### src/rtl/pcm_port_pkg.sv
package pcm_port_pkg;

    localparam int DEF_SLOT_BITS = 8;
    localparam int DEF_CHANNELS  = 2;

    typedef enum logic {
        LANE_IDLE  = 1'b0,
        LANE_SHIFT = 1'b1
    } lane_state_e;

endpackage

### src/rtl/pcm_sync_edge.sv
module pcm_sync_edge (
    input  logic clk,
    input  logic rst_n,
    input  logic sync,
    output logic rise
);
    logic prev_q;

    always_ff @(posedge clk or negedge rst_n) begin
        if (!rst_n) prev_q <= 1'b0;
        else        prev_q <= sync;
    end

    assign rise = sync & ~prev_q;
endmodule

### src/rtl/pcm_tx_lane.sv
module pcm_tx_lane
    import pcm_port_pkg::*;
#(
    parameter int W = DEF_SLOT_BITS
) (
    input  logic         clk,
    input  logic         rst_n,
    input  logic         sync,
    input  logic [W-1:0] smp_data,
    input  logic         smp_valid,
    output logic         smp_ready,
    output logic         underrun,
    output logic         ser_bit,
    output logic         busy,
    output logic         cont,
    output logic         start
);
    localparam int CNT_W = $clog2(W);
    localparam logic [CNT_W-1:0] LAST = CNT_W'(W - 1);

    lane_state_e      state_q, state_d;
    logic [CNT_W-1:0] cnt_q;
    logic [W-1:0]     sr_q, hold_q, byte_sel;
    logic             fresh_q, under_q, rise, last_bit;

    pcm_sync_edge i_edge (.clk(clk), .rst_n(rst_n), .sync(sync), .rise(rise));

    assign last_bit = (state_q == LANE_SHIFT) && (cnt_q == LAST);
    assign start    = rise && ((state_q == LANE_IDLE) || last_bit);
    assign byte_sel = (!fresh_q && smp_valid) ? smp_data : hold_q;

    always_comb begin
        state_d = state_q;
        unique case (state_q)
            LANE_IDLE:  if (start) state_d = LANE_SHIFT;
            LANE_SHIFT: if (last_bit && !start) state_d = LANE_IDLE;
            default:    state_d = LANE_IDLE;
        endcase
    end

    always_ff @(posedge clk or negedge rst_n) begin
        if (!rst_n) state_q <= LANE_IDLE;
        else        state_q <= state_d;
    end

    always_ff @(posedge clk or negedge rst_n) begin
        if (!rst_n) begin
            cnt_q   <= '0;
            sr_q    <= '0;
            hold_q  <= '0;
            fresh_q <= 1'b0;
            under_q <= 1'b0;
        end else if (start) begin
            cnt_q   <= '0;
            sr_q    <= byte_sel;
            hold_q  <= byte_sel;
            fresh_q <= 1'b0;
            under_q <= !(fresh_q || smp_valid);
        end else begin
            if (state_q == LANE_SHIFT) begin
                cnt_q <= cnt_q + 1'b1;
                sr_q  <= {sr_q[W-2:0], 1'b0};
            end
            if (smp_valid && !fresh_q) begin
                hold_q  <= smp_data;
                fresh_q <= 1'b1;
            end
        end
    end

    always_comb begin
        busy      = (state_q == LANE_SHIFT);
        cont      = busy && (cnt_q != LAST);
        ser_bit   = busy ? sr_q[W-1] : 1'b0;
        smp_ready = !fresh_q;
        underrun  = under_q;
    end

    a_r5_pending_kept: assert property (@(posedge clk) disable iff (!rst_n)
        (!smp_ready && !start) |=> !smp_ready);
    a_r6_empty_start_flags: assert property (@(posedge clk) disable iff (!rst_n)
        (start && smp_ready && !smp_valid) |=> underrun);
    a_r3_start_shifts: assert property (@(posedge clk) disable iff (!rst_n)
        start |=> busy);
endmodule

### src/rtl/pcm_rx_lane.sv
module pcm_rx_lane
    import pcm_port_pkg::*;
#(
    parameter int W = DEF_SLOT_BITS
) (
    input  logic         clk,
    input  logic         rst_n,
    input  logic         sync,
    input  logic         rx_bit,
    output logic [W-1:0] smp_data,
    output logic         smp_valid,
    output logic         cont,
    output logic         start
);
    localparam int CNT_W = $clog2(W);
    localparam logic [CNT_W-1:0] LAST = CNT_W'(W - 1);

    lane_state_e      state_q, state_d;
    logic [CNT_W-1:0] cnt_q;
    logic [W-1:0]     acc_q, out_q;
    logic             valid_q, rise, last_bit, busy;

    pcm_sync_edge i_edge (.clk(clk), .rst_n(rst_n), .sync(sync), .rise(rise));

    assign busy     = (state_q == LANE_SHIFT);
    assign last_bit = busy && (cnt_q == LAST);
    assign start    = rise && (!busy || last_bit);

    always_comb begin
        state_d = state_q;
        unique case (state_q)
            LANE_IDLE:  if (start) state_d = LANE_SHIFT;
            LANE_SHIFT: if (last_bit && !start) state_d = LANE_IDLE;
            default:    state_d = LANE_IDLE;
        endcase
    end

    always_ff @(posedge clk or negedge rst_n) begin
        if (!rst_n) state_q <= LANE_IDLE;
        else        state_q <= state_d;
    end

    always_ff @(posedge clk or negedge rst_n) begin
        if (!rst_n) begin
            cnt_q   <= '0;
            acc_q   <= '0;
            out_q   <= '0;
            valid_q <= 1'b0;
        end else begin
            valid_q <= 1'b0;
            if (busy) begin
                acc_q <= {acc_q[W-2:0], rx_bit};
                cnt_q <= cnt_q + 1'b1;
            end
            if (last_bit) begin
                out_q   <= {acc_q[W-2:0], rx_bit};
                valid_q <= 1'b1;
            end
            if (start) cnt_q <= '0;
        end
    end

    always_comb begin
        cont      = busy && (cnt_q != LAST);
        smp_data  = out_q;
        smp_valid = valid_q;
    end

    a_r7_single_strobe: assert property (@(posedge clk) disable iff (!rst_n)
        smp_valid |=> !smp_valid);
    a_r7_strobe_after_slot: assert property (@(posedge clk) disable iff (!rst_n)
        smp_valid |-> $past(busy));
endmodule

### src/rtl/pcm_dual_port.sv
module pcm_dual_port
    import pcm_port_pkg::*;
#(
    parameter int NCH = DEF_CHANNELS,
    parameter int W   = DEF_SLOT_BITS
) (
    input  logic             clk,
    input  logic             rst_n,
    input  logic [NCH-1:0]   tx_sync,
    input  logic [NCH-1:0]   rx_sync,
    input  logic [NCH*W-1:0] tx_sample,
    input  logic [NCH-1:0]   tx_valid,
    output logic [NCH-1:0]   tx_ready,
    output logic [NCH-1:0]   tx_underrun,
    output logic             tx_line,
    output logic             tx_oe,
    input  logic             rx_line,
    output logic [NCH*W-1:0] rx_sample,
    output logic [NCH-1:0]   rx_valid,
    output logic             tx_clash,
    output logic             rx_clash
);
    logic [NCH-1:0] tx_busy, tx_cont, tx_start, tx_bits;
    logic [NCH-1:0] rx_cont, rx_start;
    logic           rx_q, tx_conflict, rx_conflict, tx_clash_q, rx_clash_q;

    // receive data is taken mid-bit, on the falling clock edge
    always_ff @(negedge clk or negedge rst_n) begin
        if (!rst_n) rx_q <= 1'b0;
        else        rx_q <= rx_line;
    end

    for (genvar c = 0; c < NCH; c++) begin : g_ch
        pcm_tx_lane #(.W(W)) i_tx (
            .clk(clk), .rst_n(rst_n), .sync(tx_sync[c]),
            .smp_data(tx_sample[c*W +: W]), .smp_valid(tx_valid[c]),
            .smp_ready(tx_ready[c]), .underrun(tx_underrun[c]),
            .ser_bit(tx_bits[c]), .busy(tx_busy[c]),
            .cont(tx_cont[c]), .start(tx_start[c])
        );
        pcm_rx_lane #(.W(W)) i_rx (
            .clk(clk), .rst_n(rst_n), .sync(rx_sync[c]), .rx_bit(rx_q),
            .smp_data(rx_sample[c*W +: W]), .smp_valid(rx_valid[c]),
            .cont(rx_cont[c]), .start(rx_start[c])
        );
    end

    always_comb begin
        tx_line = 1'b0;
        for (int i = NCH - 1; i >= 0; i--)
            if (tx_busy[i]) tx_line = tx_bits[i];
        tx_oe = |tx_busy;
    end

    always_comb begin
        tx_conflict = 1'b0;
        rx_conflict = 1'b0;
        for (int i = 0; i < NCH; i++)
            for (int j = 0; j < NCH; j++)
                if (i != j) begin
                    if (tx_start[i] && tx_cont[j]) tx_conflict = 1'b1;
                    if (rx_start[i] && rx_cont[j]) rx_conflict = 1'b1;
                end
    end

    always_ff @(posedge clk or negedge rst_n) begin
        if (!rst_n) begin
            tx_clash_q <= 1'b0;
            rx_clash_q <= 1'b0;
        end else begin
            tx_clash_q <= tx_conflict;
            rx_clash_q <= rx_conflict;
        end
    end

    assign tx_clash = tx_clash_q;
    assign rx_clash = rx_clash_q;

    a_r4_quiet_line: assert property (@(posedge clk) disable iff (!rst_n)
        !tx_oe |-> !tx_line);
endmodule

### config.mk
export PLATFORM = sky130hd
export DESIGN_NAME = pcm_dual_port
export DESIGN_NICKNAME = d
export VERILOG_FILES = /design/src/rtl/pcm_port_pkg.sv /design/src/rtl/pcm_sync_edge.sv /design/src/rtl/pcm_tx_lane.sv /design/src/rtl/pcm_rx_lane.sv /design/src/rtl/pcm_dual_port.sv
export SDC_FILE = /design/constraint.sdc
export NUM_CORES = 1
export LEC_CHECK = 0
export CAP_MARGIN = 20
export CORE_ASPECT_RATIO = 2
export CORE_MARGIN = 2
export CORE_UTILIZATION = 34
export CTS_CLUSTER_DIAMETER = 100
export DETAILED_ROUTE_END_ITERATION = 6
export PLACE_DENSITY = 0.56
export SLEW_MARGIN = 20
export SYNTH_ARGS = -nofsm -noshare
export SYNTH_HDL_FRONTEND = slang
export SYNTH_HIERARCHICAL = 1
export SYNTH_SLANG_ARGS = --single-unit
### constraint.sdc
create_clock -name clk -period 3.7 [get_ports clk]
set_input_delay 0.555 -clock clk [delete_from_list [all_inputs] [get_ports clk]]
set_output_delay 0.555 -clock clk [all_outputs]
set_load 0.03 [all_outputs]
==> impl_results.md <==
- Outcome: finished, final reports clean
- Synth warn: 6
- Final WL: 6400 µm
- Worst Hold Class: input port to asynchronous set/reset pin
- Critical Path End Type: flop
- FF-to-FF End: g_ch[1].i_rx/acc_q[0]
- Most frequent cells in the layout: dfrtp_1 (90), clkdlybuf4s50_1 (49), mux2_2 (46)
- RSZ-0062 raised after global routing: false
- R2R depth: 1
- Max_slew headroom: 0.420
- Final Max Slew Viols: 0
- Initial drt markers: 74
- Setup violators final: 0
- WP data required: 2.03 ns
- Synth Register Bits: 91
- CTS Hold Buffers Added: 0
- TritonRoute pass-1 iters: 4
- Drc violations: 0
- FF-to-FF Start: rx_q
- Slowest-stage cell, CP: clkdlybuf4s50_1
- Lkg Pwr: 2.05 nW
- CTS tree: yes
- Die width: 77.9 µm
- Setup tns final: 0 ns
- Register area: 2280 µm²
- Syn Nets: 308
- Top Ports: 51
- Drt via density: 4.75
- Pwr/cell area: 889 nW/µm²
- Synth Cell Area: 3720 µm²
- Met3 Use GR: 0.0297
- Worst-case clock buffer depth: 2
- Total setup buffers inserted after CTS: 0
- PortBufs: 50
- Reg clk slew, reported paths: 0.06 ns
- GRT busiest layer: met2
- Site row count: 54
- Slew @ Worst Pin: 0.869 ns
- Asr flop ratio synth: 1.00
- Number of global-route vias before repair: 2353
- Detail Placement HPWL: 4440 µm
- CP Class: input port to flop
- WP buf/inv: 1
- Pin count of the biggest net entering global routing: 71
- CTS buffer count: 9
- Post-CTS sizing: 0
- EDFF count, synth: 0
- Total grt overflow: 0
- Area of the multi-input gates: 1330 µm²
- Filler Cell Count: 1013
- Via count: 2231
- Hold Violations, Final: 0
- Share of cells above drive strength 1: 0.233
- Ys flop type: dfrtp_1
- Area Growth Syn to Fin: 24.0%
- Cells after synthesis: 275
- Die area: 11800 µm²
- Post-route ant nets: 0
- Fin nets: 358
- Ant diodes: 0
- Max stage delay on crit path: 0.41 ns
- Avg Synthesized Cell Area: 13.5 µm²
- Maximum capacitance violations: 0
- Commonest non-fill, non-tap cell in the layout: dfrtp_1
- F_max: 0.385 GHz
- Worst Setup Start Kind: input port
- Core Util, Final: 0.426
- Worst VDD drop: 0.452 mV
- Core Region: 10800 µm²
- Register area share after synthesis: 0.613
- Final Skew: 0.00671 ns
- Overall Global Routing Usage: 0.119
- Crit share post-route: 0.711
- Worst Path Max Fanout: 1
- GP Congestion: 0.731
- Synth cell types: 27
- Initial antenna violation count: 0
- First-pass GRT wire length: 11200 µm
- CP arrival: 0.96 ns
- Post-DR wirelength/cell: 13.6 µm
- Routing usage on met1: 0.141
- Skew-Pair Late Insertion Delay: 0.34 ns
- Chip Height: 152 µm
- Reg2reg setup slack: 1.10 ns
- CP top delay family: buffers and inverters
- Period minus WS final: 2.63 ns
- H-tree levels: 3
- Met2 GRT Util: 0.200
- Root buf cell: clkbuf_16
- CTS Sinks: 91
- Critical Path, Cell by Cell: clkdlybuf4s50_1
- Starting Density: 0.344
area by class of cell:
cell class	instances	area share
flip-flops and latches	91	0.494
well taps	140	0.0380
inverters	8	0.00652
repair buffers	51	0.110
clock buffers	11	0.0527
multi-input cells	164	0.288
clock inverters	5	0.0114
flip-flops by register name (all words and copies together), names as in the netlist, 6 cells and up:
signal,count
g_ch.i_rx/acc_q,14
g_ch.i_tx/hold_q,16
g_ch.i_rx/cnt_q,6
g_ch.i_rx/smp_data,16
g_ch.i_tx/cnt_q,6
g_ch.i_tx/sr_q,16
report_power, final:
group          internal (mW)  switching (mW)
clock                  0.538           0.359
sequential              1.45           0.270
combinational          0.781           0.699
total                   2.77            1.33
Yosys cell counts, drive strengths merged (2+ instances only):
cell type  count  area, µm²
clkbuf         4       17.5
dfrtp         90       2250
o22ai         14       87.6
ha             8        100
nand2b        10       77.6
a22o           6       52.6
a21boi         2       15.0
inv            8       30.0
and2           6       37.5
a21o           2       15.0
or2b           2       17.5
nand2         10       42.5
mux2          48        548
nor2          22       82.6
buf            8       67.6
nor2b          4       55.1
a32o           8       80.1
a21oi         18       90.1
or2            3       18.8
per-layer routing:
metal	vias up	share of wire
li1	1064	-
met1	1124	0.42
met2	35	0.53
met3	8	0.030
met4	0	0.020
met5	-	0
logic make-up (layout without fill, tap and decap cells):
| logic type | count (synthesis) | after routing | share of synthesized area |
|---|---|---|---|
| AOI/OAI and AO/OA | 51 | 51 | 0.0929 |
| adders and majority gates | 8 | 8 | 0.0269 |
| buffers and inverters | 20 | 75 | 0.0310 |
| DFF | 91 | 91 | 0.613 |
| muxes | 48 | 48 | 0.147 |
| and+or+nand+nor | 57 | 57 | 0.0892 |
worst max-delay path by stage:
stage | endpoint | slack (ns) | depth (start not counted) | start
after floorplan | g_ch[0].i_rx/acc_q[0] | 1.14 | 1 | rx_q
after global placement | rx_q | 0.73 | 1 | rx_line
after detailed placement | rx_q | 0.71 | 1 | rx_line
after CTS | tx_line | 1.03 | 4 | g_ch[1].i_tx/busy
after global routing | tx_line | 0.99 | 4 | g_ch[1].i_tx/busy
final | rx_q | 1.07 | 1 | rx_line
per-stage QoR:
step	area (µm²)	total power, mW	hold slack (ns)	setup WS (ns)	cells
detailed placement	4310	3.25	0.458	0.708	454
floorplan	3720	2.77	0.259	1.14	275
global placement	4310	3.19	0.449	0.731	454
finish	4610	4.10	0.0968	1.07	470
CTS	4610	4.17	0.0958	1.03	470
global route	4610	4.39	0.105	0.986	470
(Power assumes the default switching activity.)
